File: src/rtl/evc_starve_pkg.sv
package evc_starve_pkg;

  typedef enum logic [1:0] {
    DET_IDLE  = 2'd0,
    DET_COUNT = 2'd1,
    DET_FIRED = 2'd2
  } det_state_e;

  localparam int unsigned DEF_STARVE_N  = 8;
  localparam int unsigned DEF_INHIBIT_P = 16;

endpackage

File: src/rtl/evc_starve_detect.sv
module evc_starve_detect
  import evc_starve_pkg::*;
#(
  parameter int unsigned STARVE_N = DEF_STARVE_N
) (
  input  logic clk_i,
  input  logic rst_ni,
  input  logic nvc_req_i,
  input  logic nvc_gnt_i,
  input  logic evc_occ_i,
  output logic token_o
);

  localparam int unsigned CW = (STARVE_N < 2) ? 1 : $clog2(STARVE_N + 1);
  localparam logic [CW-1:0] LAST = CW'(STARVE_N - 1);

  det_state_e    state_q;
  logic [CW-1:0] cnt_q;
  logic          token_q;
  logic          starved, clear, fire;

  // starved cycle, R2: episode end
  assign starved = nvc_req_i & ~nvc_gnt_i & evc_occ_i;
  assign clear   = ~nvc_req_i | nvc_gnt_i;
  // fire once on the STARVE_N-th starved cycle
  assign fire    = starved & (state_q != DET_FIRED) & (cnt_q == LAST);

  always_ff @(posedge clk_i or negedge rst_ni) begin
    if (!rst_ni) begin
      state_q <= DET_IDLE;
      cnt_q   <= '0;
      token_q <= 1'b0;
    end else begin
      token_q <= fire;
      if (clear) begin
        state_q <= DET_IDLE;
        cnt_q   <= '0;
      end else if (fire) begin
        state_q <= DET_FIRED;
      end else if (starved && state_q != DET_FIRED) begin
        state_q <= DET_COUNT;
        cnt_q   <= cnt_q + 1'b1;
      end
    end
  end

  assign token_o = token_q;

  p_token_cause_r3: assert property (@(posedge clk_i) disable iff (!rst_ni)
    token_o |-> $past(nvc_req_i && !nvc_gnt_i && evc_occ_i));

  p_token_single_r4: assert property (@(posedge clk_i) disable iff (!rst_ni)
    token_o |=> !token_o);

  p_quiet_after_clear_r2: assert property (@(posedge clk_i) disable iff (!rst_ni)
    (nvc_gnt_i || !nvc_req_i) |=> !token_o);

  p_cnt_bound_r1: assert property (@(posedge clk_i) disable iff (!rst_ni)
    cnt_q <= LAST);

endmodule

File: src/rtl/evc_inhibit_timer.sv
module evc_inhibit_timer
  import evc_starve_pkg::*;
#(
  parameter int unsigned INHIBIT_P = DEF_INHIBIT_P
) (
  input  logic clk_i,
  input  logic rst_ni,
  input  logic token_i,
  output logic inhibit_o
);

  localparam int unsigned TW = (INHIBIT_P < 2) ? 1 : $clog2(INHIBIT_P + 1);
  localparam logic [TW-1:0] FULL = TW'(INHIBIT_P);

  logic [TW-1:0] tmr_q;

  // a token always reloads the full window
  always_ff @(posedge clk_i or negedge rst_ni) begin
    if (!rst_ni)              tmr_q <= '0;
    else if (token_i)         tmr_q <= FULL;
    else if (tmr_q != '0)     tmr_q <= tmr_q - 1'b1;
  end

  assign inhibit_o = (tmr_q != '0);

  p_token_loads_r6: assert property (@(posedge clk_i) disable iff (!rst_ni)
    token_i |=> (inhibit_o && tmr_q == FULL));

  p_inhibit_rise_r5: assert property (@(posedge clk_i) disable iff (!rst_ni)
    $rose(inhibit_o) |-> $past(token_i));

  p_tmr_bound_r5: assert property (@(posedge clk_i) disable iff (!rst_ni)
    tmr_q <= FULL);

endmodule

File: src/rtl/evc_launch_gate.sv
module evc_launch_gate (
  input  logic clk_i,
  input  logic rst_ni,
  input  logic inhibit_i,
  input  logic evc_valid_i,
  input  logic evc_head_i,
  output logic evc_send_o
);

  // only packet starts are held; in-flight packets complete
  assign evc_send_o = evc_valid_i & (~evc_head_i | ~inhibit_i);

  p_head_held_r7: assert property (@(posedge clk_i) disable iff (!rst_ni)
    (inhibit_i && evc_head_i) |-> !evc_send_o);

  p_body_pass_r8: assert property (@(posedge clk_i) disable iff (!rst_ni)
    (evc_valid_i && !evc_head_i) |-> evc_send_o);

  p_no_phantom_r8: assert property (@(posedge clk_i) disable iff (!rst_ni)
    evc_send_o |-> evc_valid_i);

endmodule

File: src/rtl/evc_starve_ctrl.sv
module evc_starve_ctrl
  import evc_starve_pkg::*;
#(
  parameter int unsigned STARVE_N  = DEF_STARVE_N,
  parameter int unsigned INHIBIT_P = DEF_INHIBIT_P
) (
  input  logic clk_i,
  input  logic rst_ni,
  input  logic nvc_req_i,
  input  logic nvc_gnt_i,
  input  logic evc_occ_i,
  output logic token_o,
  input  logic token_i,
  input  logic evc_valid_i,
  input  logic evc_head_i,
  output logic evc_send_o,
  output logic inhibit_o
);

  logic inhibit;

  evc_starve_detect #(.STARVE_N(STARVE_N)) u_detect (
    .clk_i     (clk_i),
    .rst_ni    (rst_ni),
    .nvc_req_i (nvc_req_i),
    .nvc_gnt_i (nvc_gnt_i),
    .evc_occ_i (evc_occ_i),
    .token_o   (token_o)
  );

  evc_inhibit_timer #(.INHIBIT_P(INHIBIT_P)) u_timer (
    .clk_i     (clk_i),
    .rst_ni    (rst_ni),
    .token_i   (token_i),
    .inhibit_o (inhibit)
  );

  evc_launch_gate u_gate (
    .clk_i       (clk_i),
    .rst_ni      (rst_ni),
    .inhibit_i   (inhibit),
    .evc_valid_i (evc_valid_i),
    .evc_head_i  (evc_head_i),
    .evc_send_o  (evc_send_o)
  );

  assign inhibit_o = inhibit;

  p_reset_quiet_r9: assert property (@(posedge clk_i)
    !rst_ni |-> (!token_o && !inhibit_o));

endmodule

File: config.mk
export PLATFORM = sky130hd
export DESIGN_NAME = evc_starve_ctrl
export DESIGN_NICKNAME = d
export VERILOG_FILES = /design/src/rtl/evc_starve_pkg.sv /design/src/rtl/evc_starve_detect.sv /design/src/rtl/evc_inhibit_timer.sv /design/src/rtl/evc_launch_gate.sv /design/src/rtl/evc_starve_ctrl.sv
export SDC_FILE = /design/constraint.sdc
export NUM_CORES = 1
export LEC_CHECK = 0
export BUFFER_PORTS_ARGS = -buffer_cell sky130_fd_sc_hd__buf_2
export CAP_MARGIN = 20
export CORE_MARGIN = 4
export CORE_UTILIZATION = 26
export CTS_BUF_LIST = sky130_fd_sc_hd__clkbuf_8 sky130_fd_sc_hd__clkbuf_16
export DETAILED_ROUTE_END_ITERATION = 8
export PLACE_DENSITY_LB_ADDON = 0.2
export RECOVER_POWER = 100
export SLEW_MARGIN = 20
export SYNTH_ARGS = -nofsm -noshare
export SYNTH_HDL_FRONTEND = slang
export SYNTH_SLANG_ARGS = --single-unit
File: constraint.sdc
create_clock -name clk_i -period 1.5 [get_ports clk_i]
set_input_delay 0.225 -clock clk_i [delete_from_list [all_inputs] [get_ports clk_i]]
set_output_delay 0.225 -clock clk_i [all_outputs]
set_load 0.005 [all_outputs]
# ---- Word-level counts from Yosys, hierarchy flattened
# Cells that the tools add are included.
dict set report word_totals {
  reg_bits 12
}
dict set report op_classes {
  addsub 2
  eq_ne 3
  n_mux 8
  bitwise 11
  n_reduce_logical 6
}
# operator count
set op_table {}
lappend op_table {{4-bit 2-to-1 mux} 3}
lappend op_table {{5-bit 2-to-1 mux} 2}
lappend op_table {{2-bit 2-to-1 mux} 3}
lappend op_table {{1-bit bitwise AND} 5}
lappend op_table {{5-bit nonzero test} 1}
lappend op_table {{5-bit by 1-bit subtractor with 5-bit output (second input constant)} 1}
lappend op_table {{4-bit by 1-bit adder with 4-bit output (second input constant)} 1}
lappend op_table {{4-bit by 3-bit == test with 1-bit output (second input constant)} 1}
lappend op_table {{1-bit inverter} 4}
lappend op_table {{2-bit nonzero test} 2}
lappend op_table {{3-bit nonzero test} 1}
lappend op_table {{2-bit by 1-bit inequality test with 1-bit output (second input constant)} 1}
lappend op_table {{2-bit inequality test (second input constant)} 1}
lappend op_table {{1-bit OR} 2}
lappend op_table {{2-bit AND reduction} 1}
lappend op_table {{1-bit logical AND} 1}

# ---- Logic depth before layout (Yosys ltp)
dict set report logic_depth {
  ltp_word 7
  depth_mapped 6
  mapped_depth_nobuf 5
}

# ---- By module
# From an unflattened synthesis, not the netlist that was laid out.
dict set report unflattened {
  cells_unflattened 66
  area_unflattened_um2 651.9
}
# module n_inst cells_each area_per_inst_um2
set modules_own_cells {}
lappend modules_own_cells {evc_starve_detect 1 40 379.1}
lappend modules_own_cells {evc_inhibit_timer 1 25 261.5}
lappend modules_own_cells {evc_launch_gate 1 1 11.3}

# ---- Worst setup path before layout
# No wires, ideal clock.
dict set report synth_timing {
  path_type {flip-flop to output port}
  start {register u_timer.tmr_q[0]}
  end {output port evc_send_o}
  arrival_ps 1420
  required_ps 1275
  slack_ps -145
  path_stages_with_launch 6
  cell_sequence {dfrtp_1 -> inv_1 -> ha_1 -> or4b_4 -> buf_6 -> a21boi_0}
}
dict set report synth_via {
  elab_chain_cells 4
}
# element line
set synth_rtl {}
lappend synth_rtl {{start: declaration} evc_inhibit_timer.sv:15} ;# logic [TW-1:0] tmr_q;
lappend synth_rtl {{start signal: assignment} evc_inhibit_timer.sv:21} ;# else if (tmr_q != '0) tmr_q <= tmr_q - 1'b1;
lappend synth_rtl {{5-bit nonzero test} evc_inhibit_timer.sv:24} ;# assign inhibit_o = (tmr_q != '0);
lappend synth_rtl {{via inhibit_o} evc_starve_ctrl.sv:17} ;# output logic inhibit_o
lappend synth_rtl {{1-bit inverter} evc_launch_gate.sv:11} ;# assign evc_send_o = evc_valid_i & (~evc_head_i | ~inhibit_i);
lappend synth_rtl {{1-bit OR} evc_launch_gate.sv:11}
lappend synth_rtl {{1-bit bitwise AND} evc_launch_gate.sv:11}
lappend synth_rtl {{end: declaration} evc_starve_ctrl.sv:16} ;# output logic evc_send_o,
# The timed path passes the listed nets, and every way through them passes these cells.

# ---- Worst setup path in the final report
dict set report layout_timing {
  start {register u_timer.tmr_q[1]}
  end {output port evc_send_o}
}
dict set report layout_via {
  elab_chain_cells 4
}
# element line
set layout_rtl {}
lappend layout_rtl {{5-bit nonzero test} evc_inhibit_timer.sv:24}
lappend layout_rtl {{1-bit inverter} evc_launch_gate.sv:11}
lappend layout_rtl {{1-bit OR} evc_launch_gate.sv:11}
lappend layout_rtl {{1-bit bitwise AND} evc_launch_gate.sv:11}
# Every way passes these cells.

==> results.txt <==
----------------------------------------------------
[Outcome]
  Status ... finished with violations
  Violated checks ... negative setup slack

[Route]
  Detailed router's first-iteration violation count ... 12
  Routed via count divided by cell count ... 4.62
  Residual DRC count ... 0
  Via count of the routed design ... 508
  Number of detailed-routing iterations run before antenna repair ... 4
  Routed len/inst ... 12.1 µm
  Total detailed-routing wirelength ... 1330 µm
  Count of antenna-violating nets left after detailed routing ... 0

[Global routing]
  Maximum number of pins on one net before global-route repair ... 13
  Number of global-route vias before repair ... 517
  GR Util All Layers ... 0.0960
  Wire length of the first global-routing pass ... 2320 µm
  Aggregate global routing overflow ... 0
  Antenna violations before repair ... 0

[CTS]
  CTS HTree Levels ... 1
  TritonCTS clock tree ... yes
  # clock sinks ... 12
  Buffer type at the clock tree root ... sky130_fd_sc_hd__clkbuf_8
  Total clock buffers created by CTS ... 3
  Buffers from clock root to sink, at most ... 2
  Register clock-pin slew on the reported worst setup and hold paths ... 0.06 ns
  Worst-Skew Late Latency ... 0.25 ns

[Timing]
  Max Clock Skew ... 0.00207 ns
  Worst Setup Slack, final ... -0.287 ns
  Number of max-slew violations in the final report ... 0
  RSZ-0062 raised after global routing ... true
  # setup viols final ... 6
  Post-layout min period ... 1.79 ns
  Worst-Margin Slew ... 0.674 ns
  Period Utilization, post-route ... 1.19
  Hold violation total from the final report ... 0
  Normalized max-slew margin ... 0.551
  Upper clock frequency limit ... 560 MHz

[Yosys]
  Proportion of netlist area held by the largest area contributor ... 0.490
  Average footprint of a synthesized cell ... 10.4 µm²
  Flip-flop and latch count after synthesis ... 12
  Cells taking the most area after synthesis ... sky130_fd_sc_hd__dfrtp_1, sky130_fd_sc_hd__a21oi_1, sky130_fd_sc_hd__o31ai_1
  Dominant cell type by area after synthesis ... sky130_fd_sc_hd__dfrtp_1
  Distinct cell type count of the synthesized netlist ... 28
  Area of the mapped netlist ... 613 µm²
  Count of mapped cells out of synthesis ... 59
  Post-Synthesis Net Count ... 69
  Sequential element share of the synthesized area ... 0.490
  Yosys warning total ... 0

[Floorplanning]
  Std-Cell Core Area ... 2230 µm²
  Number of top-level pins ... 11
  Die outline area ... 3200 µm²
  Die outline width ... 56.6 µm
  Std-Cell Rows ... 17
  Starting density of the core ... 0.275
  Die extent in y ... 56.6 µm

[Setup path]
  Critical path endpoint category ... output pin
  Buf/Inv on CP ... 2
  Worst Path Required ... 1.27 ns
  Data arrival time at the worst-slack endpoint ... 1.56 ns
  Cell with the biggest individual delay on the critical path ... sky130_fd_sc_hd__or4b_4
  Critical path start-end classification ... flop to output pin
  Biggest cell delay along the critical path ... 0.48 ns
  Top Family by Delay on Critical Path ... simple AND/OR/NAND/NOR gates
  Worst setup SP type ... flop
  Critical-path cell list ... inv_1 > ha_2 > or4b_4 > a21boi_2 > buf_2
  Critical path fanouts, max ... 3

[Finish]
  Final design area excluding fillers ... 830 µm²
  Final standard cell utilization of the core ... 0.371
  Share of final-layout standard cells stronger than drive strength 1 ... 0.329
  Antenna Diode Count ... 0
  Final layout net count ... 93
  FILL cells ... 229
  P&R area growth vs syn ... 35.3%

[Placement]
  Area after DPL ... 753 µm²
  Count of port buffers added during placement ... 10
  Routability congestion estimate from global placement ... 0.758
  Post-DP HPWL ... 946 µm

[Worst hold path]
  Class of the most critical hold timing path ... input pin to flop

[Power]
  Leakage power summed over all cells ... 0.000378 µW
  Tot Pwr ... 1210 µW
  Worst vdd rail ir drop ... 0.847 mV
  Cell area power density ... 1460 nW/µm²

[Run]
  Number of max-capacitance violations reported ... 0

----------------------------------------------------
==> final timing paths <==
kind | end | from | cells after the start | slack [ns]
worst min register to register | u_timer.tmr_q[4]$_DFFE_PN0P_ | u_timer.tmr_q[4]$_DFFE_PN0P_ | 1 | 0.48
worst max register to register | u_timer.tmr_q[1]$_DFFE_PN0P_ | u_timer.tmr_q[1]$_DFFE_PN0P_ | 6 | -0.17
max in group asynchronous | u_detect.cnt_q[3]$_DFFE_PN0P_ | rst_ni | 2 | 0.55
worst max-delay path | evc_send_o | u_timer.tmr_q[1]$_DFFE_PN0P_ | 5 | -0.29
worst min-delay path | u_timer.tmr_q[1]$_DFFE_PN0P_ | token_i | 2 | 0.21
min in group asynchronous | u_timer.tmr_q[4]$_DFFE_PN0P_ | rst_ni | 2 | 0.52
==> registers in the layout, summed over array words and instances, names as in the netlist <==
signal / count
u_detect.state_q: 2
u_detect.cnt_q: 4
u_timer.tmr_q: 5
u_detect.token_o: 1
==> layer usage <==
metal / part of all wire / GRT usage / vias up
met5: 0 / 0 / -
met3: 0.022 / 0.0207 / 4
met2: 0.45 / 0.135 / 6
met4: 0.022 / 0.0712 / 0
li1: - / - / 263
met1: 0.50 / 0.126 / 235
==> logic make-up (layout without fill, tap and decap cells) <==
logic type	count (synthesis)	after routing	synth area share
AOI/OAI and AO/OA	16	16	0.169
adders and majority gates	2	2	0.0408
xor gates and xnor gates	1	1	0.0143
and+or+nand+nor	23	23	0.243
buffers and inverters	5	28	0.0428
DFF	12	12	0.490
==> layout make-up <==
cell class / instances / area [µm²] / share of cell area
Tap cell: 28 / 35.0 / 0.0422
Multi-Input combinational cell: 42 / 303 / 0.365
Clock buffer: 4 / 55.1 / 0.0664
Timing Repair Buffer: 20 / 121 / 0.146
Sequential cell: 12 / 300 / 0.362
Inverter: 4 / 15.0 / 0.0181
==> timing repair <==
item | 4_1_cts | 5_1_grt
endpoints found under the hold margin | 12 | 0
setup buffers | 1 | 0
resized for setup | 1 | 2
hold buffers | 1 | 0
setup endpoints to repair | 4 | 8
==> cell usage after synthesis <==
library cell	number
sky130_fd_sc_hd__a211oi_2	1
sky130_fd_sc_hd__a21boi_0	1
sky130_fd_sc_hd__a21o_1	1
sky130_fd_sc_hd__a21oi_1	7
sky130_fd_sc_hd__a31oi_1	1
sky130_fd_sc_hd__and3b_1	1
sky130_fd_sc_hd__buf_6	1
sky130_fd_sc_hd__dfrtp_1	12
sky130_fd_sc_hd__ha_1	2
sky130_fd_sc_hd__inv_1	4
sky130_fd_sc_hd__nand2_1	2
sky130_fd_sc_hd__nand2b_1	2
sky130_fd_sc_hd__nand3_1	2
sky130_fd_sc_hd__nand3b_1	1
sky130_fd_sc_hd__nand4b_1	1
sky130_fd_sc_hd__nor2_1	4
sky130_fd_sc_hd__nor2b_1	1
sky130_fd_sc_hd__nor3_1	1
sky130_fd_sc_hd__nor3b_1	1
sky130_fd_sc_hd__nor4_1	2
sky130_fd_sc_hd__o21ai_0	1
sky130_fd_sc_hd__o31ai_1	4
sky130_fd_sc_hd__or2b_1	1
sky130_fd_sc_hd__or3b_2	1
sky130_fd_sc_hd__or4_1	1
sky130_fd_sc_hd__or4b_1	1
sky130_fd_sc_hd__or4b_4	1
sky130_fd_sc_hd__xnor2_1	1
==> where the power goes <==
group	internal, µW	switching (µW)	total, µW
combinational	242	176	418
sequential	387	41.4	429
clock	233	134	367
==> cell usage in the layout, fill, tap and decap left out, drive strengths merged, types with 2 or more instances in the layout <==
cell    count
nand3       2
ha          2
nor2        4
nand2b      2
buf        16
or4b        2
a21oi       7
dfrtp      12
o31ai       4
clkbuf      7
nand2       2
nor4        2
inv         4
==> per-stage QoR <==
stage	setup WS, ns	TNS [ns]	instances	hold WS (ns)
floorplan	-0.0618	-0.0618	59	-0.0706
global placement	-0.0188	-0.0340	104	0.126
detailed placement	-0.0493	-0.0985	104	0.125
CTS	-0.296	-0.927	110	0.204
global route	-0.365	-1.45	110	0.219
finish	-0.287	-0.919	110	0.211
No activity file was read; power rests on OpenSTA's default activity.
